==> config.mk <==
export PLATFORM = sky130hd
export DESIGN_NAME = fractal_inv_seq
export DESIGN_NICKNAME = d
export VERILOG_FILES = /design/src/rtl/fractal_inv_seq.sv
export SDC_FILE = /design/constraint.sdc
export NUM_CORES = 1
export LEC_CHECK = 0
export ABC_AREA = 1
export BUFFER_PORTS_ARGS = -buffer_cell sky130_fd_sc_hd__buf_4
export CAP_MARGIN = 30
export CORE_MARGIN = 2
export CORE_UTILIZATION = 50
export CTS_CLUSTER_DIAMETER = 120
export CTS_CLUSTER_SIZE = 10
export DETAILED_ROUTE_END_ITERATION = 10
export PLACE_DENSITY = 0.77
export SYNTH_ARGS = -nofsm -noshare
export SYNTH_HDL_FRONTEND = slang
export SYNTH_SLANG_ARGS = --single-unit
==> constraint.sdc <==
create_clock -name clk -period 2.8 [get_ports clk]
set_input_delay 0.56 -clock clk [delete_from_list [all_inputs] [get_ports clk]]
set_output_delay 0.56 -clock clk [all_outputs]
set_load 0.01 [all_outputs]
==> src/rtl/fractal_inv_seq.sv <==
module fractal_inv_seq #(
  parameter int ORD_MAX = 4,
  parameter int HOLD_W  = 8,
  parameter int LEN_W   = 12,
  localparam int OW     = $clog2(ORD_MAX + 1)
) (
  input  logic              clk,
  input  logic              rst_n,
  input  logic              start_i,
  input  logic [OW-1:0]     order_i,
  input  logic [HOLD_W-1:0] hold_i,
  input  logic [LEN_W-1:0]  len_i,
  output logic              inv_o,
  output logic [1:0]        phase_sel_o,
  output logic              busy_o,
  output logic              clear_o
);

  typedef enum logic [1:0] {S_IDLE, S_RUN, S_CLR} st_t;

  st_t               st;
  logic [OW-1:0]     ord_q, ord_n;
  logic [HOLD_W-1:0] hold_q, hold_n, hold_cnt;
  logic [LEN_W-1:0]  len_q, len_n, conv_cnt;
  logic [ORD_MAX-1:0] elem, msk;
  logic              pend, last, hold_end;

  assign ord_n  = (order_i == '0) ? OW'(1) :
                  (order_i > OW'(ORD_MAX)) ? OW'(ORD_MAX) : order_i;
  assign hold_n = (hold_i == '0) ? HOLD_W'(1) : hold_i;
  assign len_n  = (len_i == '0) ? LEN_W'(1) : len_i;

  assign last     = (st == S_RUN) && (conv_cnt == len_q - 1'b1);
  assign hold_end = (hold_cnt == hold_q - 1'b1);

  always_comb
    for (int i = 0; i < ORD_MAX; i++) msk[i] = (i < int'(ord_q));

  assign busy_o      = (st == S_RUN);
  assign clear_o     = (st == S_CLR);
  assign inv_o       = busy_o & (^(elem & msk));
  assign phase_sel_o = inv_o ? 2'b10 : 2'b01;

  always_ff @(posedge clk or negedge rst_n) begin
    if (!rst_n) begin
      st       <= S_IDLE;
      ord_q    <= OW'(1);
      hold_q   <= HOLD_W'(1);
      len_q    <= LEN_W'(1);
      hold_cnt <= '0;
      conv_cnt <= '0;
      elem     <= '0;
      pend     <= 1'b0;
    end else begin
      if (start_i) begin
        ord_q  <= ord_n;
        hold_q <= hold_n;
        len_q  <= len_n;
      end
      unique case (st)
        S_IDLE: if (start_i) begin
          st       <= S_RUN;
          hold_cnt <= '0;
          conv_cnt <= '0;
          elem     <= '0;
        end
        S_RUN: begin
          if (last) begin
            st   <= S_CLR;
            pend <= start_i;
          end else if (start_i) begin
            hold_cnt <= '0;
            conv_cnt <= '0;
            elem     <= '0;
          end else begin
            conv_cnt <= conv_cnt + 1'b1;
            if (hold_end) begin
              hold_cnt <= '0;
              elem     <= elem + 1'b1;
            end else begin
              hold_cnt <= hold_cnt + 1'b1;
            end
          end
        end
        S_CLR: begin
          pend <= 1'b0;
          if (pend || start_i) begin
            st       <= S_RUN;
            hold_cnt <= '0;
            conv_cnt <= '0;
            elem     <= '0;
          end else begin
            st <= S_IDLE;
          end
        end
        default: st <= S_IDLE;
      endcase
    end
  end

  p_start_inv_low_r2: assert property (@(posedge clk) disable iff (!rst_n)
    start_i |=> !inv_o);

  p_inv_stable_in_hold_r3: assert property (@(posedge clk) disable iff (!rst_n)
    (busy_o && hold_cnt != '0) |-> $stable(inv_o));

  p_clear_single_r6: assert property (@(posedge clk) disable iff (!rst_n)
    clear_o |=> !clear_o);

  p_clear_after_run_r6: assert property (@(posedge clk) disable iff (!rst_n)
    clear_o |-> $past(busy_o));

  p_len_bound_r6: assert property (@(posedge clk) disable iff (!rst_n)
    busy_o |-> (conv_cnt < len_q));

  p_cfg_held_r7: assert property (@(posedge clk) disable iff (!rst_n)
    (busy_o && $past(busy_o) && !$past(start_i)) |->
      ($stable(ord_q) && $stable(hold_q) && $stable(len_q)));

endmodule

==> results.md <==
* Setup WS post-layout at ~0.39 ns
* Tmin final at around 2.4 ns
* Clk buf depth at 2
* Max Slew Vio Count at 0
* Vias in the first global route at between 2k and 3k
* Cell mode on critical path: nand2_1
* Leak at about 1.9 nW
* Internal at 1.26 mW
* Synthesized area at 3300 um^2
* Die Height at between 80 and 90 um
* Peak supply drop at around 0.0003 V
* Via density at about 5.3
* Top FF cell, synth: dfrtp_1
* Post-DP HPWL at between 5000 and 6000 um
* Drt drc at 0
* Hold-fix buffers, CTS at 0
* Clock Skews at 0.0102 ns
* Final Hold Fails at 0
* Post-synth EDFFs at 0
* Switching part of the total power at 0.402
* CP max FO at 34
* Worst skew pair latency at 0.31 ns
* Syn Nets at 502
* Post-cts sizing count at 0
* Run status: completed
* R2R setup slack at 0.39 ns
* Synth Warn # at 0
* Postcts setup bufs at 0
* Pre-CTS setup slack at between 0.4 and 0.5 ns
* Syn Area/Cell at between 7 and 8 um^2
* Worst R2R End: elem[3]$_DFFE_PN0P_
* Placed cells at 566
* FF-to-FF path depth at 17
* Die W at 85.3 um
* # IOs at 31
* Slew margin rel. at 0.569
* Routed vias at 3027
* Final period utilization at 0.859
* Largest net degree at the start of global routing at 51
* CTS tree: yes
* Cells after synthesis at 471
* Logic gate share of total power at 0.359
* Max Cap Viol at 0
* Actual slew at the worst max-slew pin at between 0.6 and 0.7 ns
* Site row count at 29
* Area grow syn2layout at 10.4%
* First-pass GRT wire length at 12900 um
* CTS root buf: clkbuf_8
* H-tree depth at 2
* Die area at 7270 um^2
* Crit Path Category: reg -> reg
* CP Cell Sequence: inv_2 > ha_1 > inv_2 > nand2_1 > nand2_1 > nand2_1 > nand2_1 > nand2_1 > nor2_1 > nand2_1 > nor2_1 > nand3_1 > nand2_2 > nand2_4 > nand2_1 > nand2_1 > nand2_1
* Worst R2R Start: len_q[0]$_DFFE_PN1P_
* Share of layout cells above drive strength 1 at 0.137
* Most frequent cells in the layout: nand2_1, inv_1, nand3_1
* Clock buffer count from CTS at 5
* Avg WL per Cell at 12.7 um
* Setup crit end kind: register
* Slowest cell on crit path: dfstp_2
* Synthesized flop and latch total at 50
* CTS clk-pin slew, worst paths at around 0.090 ns
* Hold Crit Class: in -> async
* Antenna violations before repair at 0
* Most common cell after layout, fill and taps aside: nand2_1
* Clock Power Share at 0.205
* Antenna fix cells at 0
* TNS Setup at 0 ns
* Reg power frac at 0.436
* Pre-antenna DRT Iters at 5
* Seq/Total Area, Yosys at 0.380
* CP peak stage delay at 0.57 ns
* Starting Density at 0.517
* Post-synth cell types at 32
* P_sw at 0.850 mW
* Final WL at 7320 um
* Tot GR Track Use at 0.220
* Core area at 6390 um^2
* Fin nets at 527
* WP data required at just over 3 ns
* Count of final setup violators at 0
* TritonCTS sink count at 50
* Fmax at 0.416 GHz
* RSZ-0062 raised after global routing: no
* ANT nets after route at 0
* Port bufs at 30
* Hold WS at 0.268 ns
* Ys async rst share at 1.00
* Routability congestion estimate at 0.855
* Initial DRC count at 153
* Worst setup SP type: register
* Cell Count, Final, Fillers Out at around 570
* Arrival @ worst endpoint at 2.66 ns
* Total gr overflow at 0
* Pwr/cell area at 580 nW/um^2
[synthesized netlist by cell type, drive strengths merged (5+ instances only)]
| cell | n | area, um^2 |
|---|---|---|
| nand3 | 50 | 255 |
| o21ai | 34 | 200 |
| xnor2 | 6 | 52.6 |
| inv | 53 | 199 |
| xor2 | 21 | 184 |
| clkbuf | 10 | 38.8 |
| ha | 5 | 62.6 |
| nor3 | 8 | 40.0 |
| nor4 | 10 | 62.6 |
| nor2 | 55 | 226 |
| buf | 5 | 48.8 |
| nand2 | 147 | 567 |
| dfrtp | 47 | 1180 |
[power by group through the flow]
stage | logic (mW) | registers, mW | clock network [mW]
after detailed placement | 0.761 | 0.932 | 0
final | 0.758 | 0.922 | 0.434
after floorplan | 0.583 | 0.900 | 0
after global routing | 0.862 | 0.934 | 0.472
after global placement | 0.736 | 0.928 | 0
after CTS | 0.760 | 0.920 | 0.433
[critical path: cells and delay by family (launching register included)]
family / cells / cell delay, ns
DFF: 1 / 0.57
adders and majority gates: 1 / 0.26
and+or+nand+nor: 14 / 1.35
buffers and inverters: 2 / 0.16
[logic make-up (layout without fill, tap and decap cells)]
logic type,Yosys count,after routing,share of synthesized area
adder cells (fa/ha/maj),5,5,0.0189
AO/OA/AOI/OAI,42,42,0.0765
XOR/XNOR,27,27,0.0716
AND/OR/NAND/NOR,278,278,0.365
buffers and inverters,69,95,0.0879
flip-flops,50,50,0.380
[flip-flops by register name, indices dropped and copies added (netlist names)]
name,count
conv_cnt,12
elem,4
hold_cnt,8
hold_q,8
len_q,12
ord_q,3
pend,1
st,2
[cell type report]
type,count,area (um^2)
clock buffer,6,72.6
clock inverter,2,13.8
fill,622,2740
inverter,54,203
multi-input combinational,352,1760
sequential,50,1250
tap,77,96.3
timing repair buffer,33,248
[worst max-delay path by stage]
| stage | startpoint | endpoint | slack [ns] | depth (start not counted) |
|---|---|---|---|---|
| floorplan | st[0]$_DFFE_PN0P_ | phase_sel_o[1] | 0.55 | 6 |
| global placement | start_i | elem[2]$_DFFE_PN0P_ | 0.54 | 8 |
| detailed placement | len_q[0]$_DFFE_PN1P_ | elem[3]$_DFFE_PN0P_ | 0.46 | 17 |
| CTS | len_q[0]$_DFFE_PN1P_ | elem[3]$_DFFE_PN0P_ | 0.39 | 17 |
| global route | ord_q[0]$_DFFE_PN1P_ | phase_sel_o[0] | 0.13 | 9 |
| finish | len_q[0]$_DFFE_PN1P_ | elem[3]$_DFFE_PN0P_ | 0.39 | 17 |
[metrics by stage]
step                       util  cell area [um^2]  total power, mW
after CTS                 0.571              3650             2.11
after detailed placement  0.557              3560             1.69
after global routing      0.571              3650             2.27
final                     0.571              3650             2.11
after floorplan               -              3300             1.48
after global placement    0.557              3560             1.66
[per-layer routing]
| layer | vias up | part of all wire | track usage |
|---|---|---|---|
| li1 | 1553 | - | - |
| met4 | 0 | 0.016 | 0.0823 |
| met2 | 56 | 0.50 | 0.373 |
| met1 | 1407 | 0.45 | 0.283 |
| met5 | - | 0 | 0 |
| met3 | 11 | 0.036 | 0.0331 |
(Power assumes the default switching activity.)
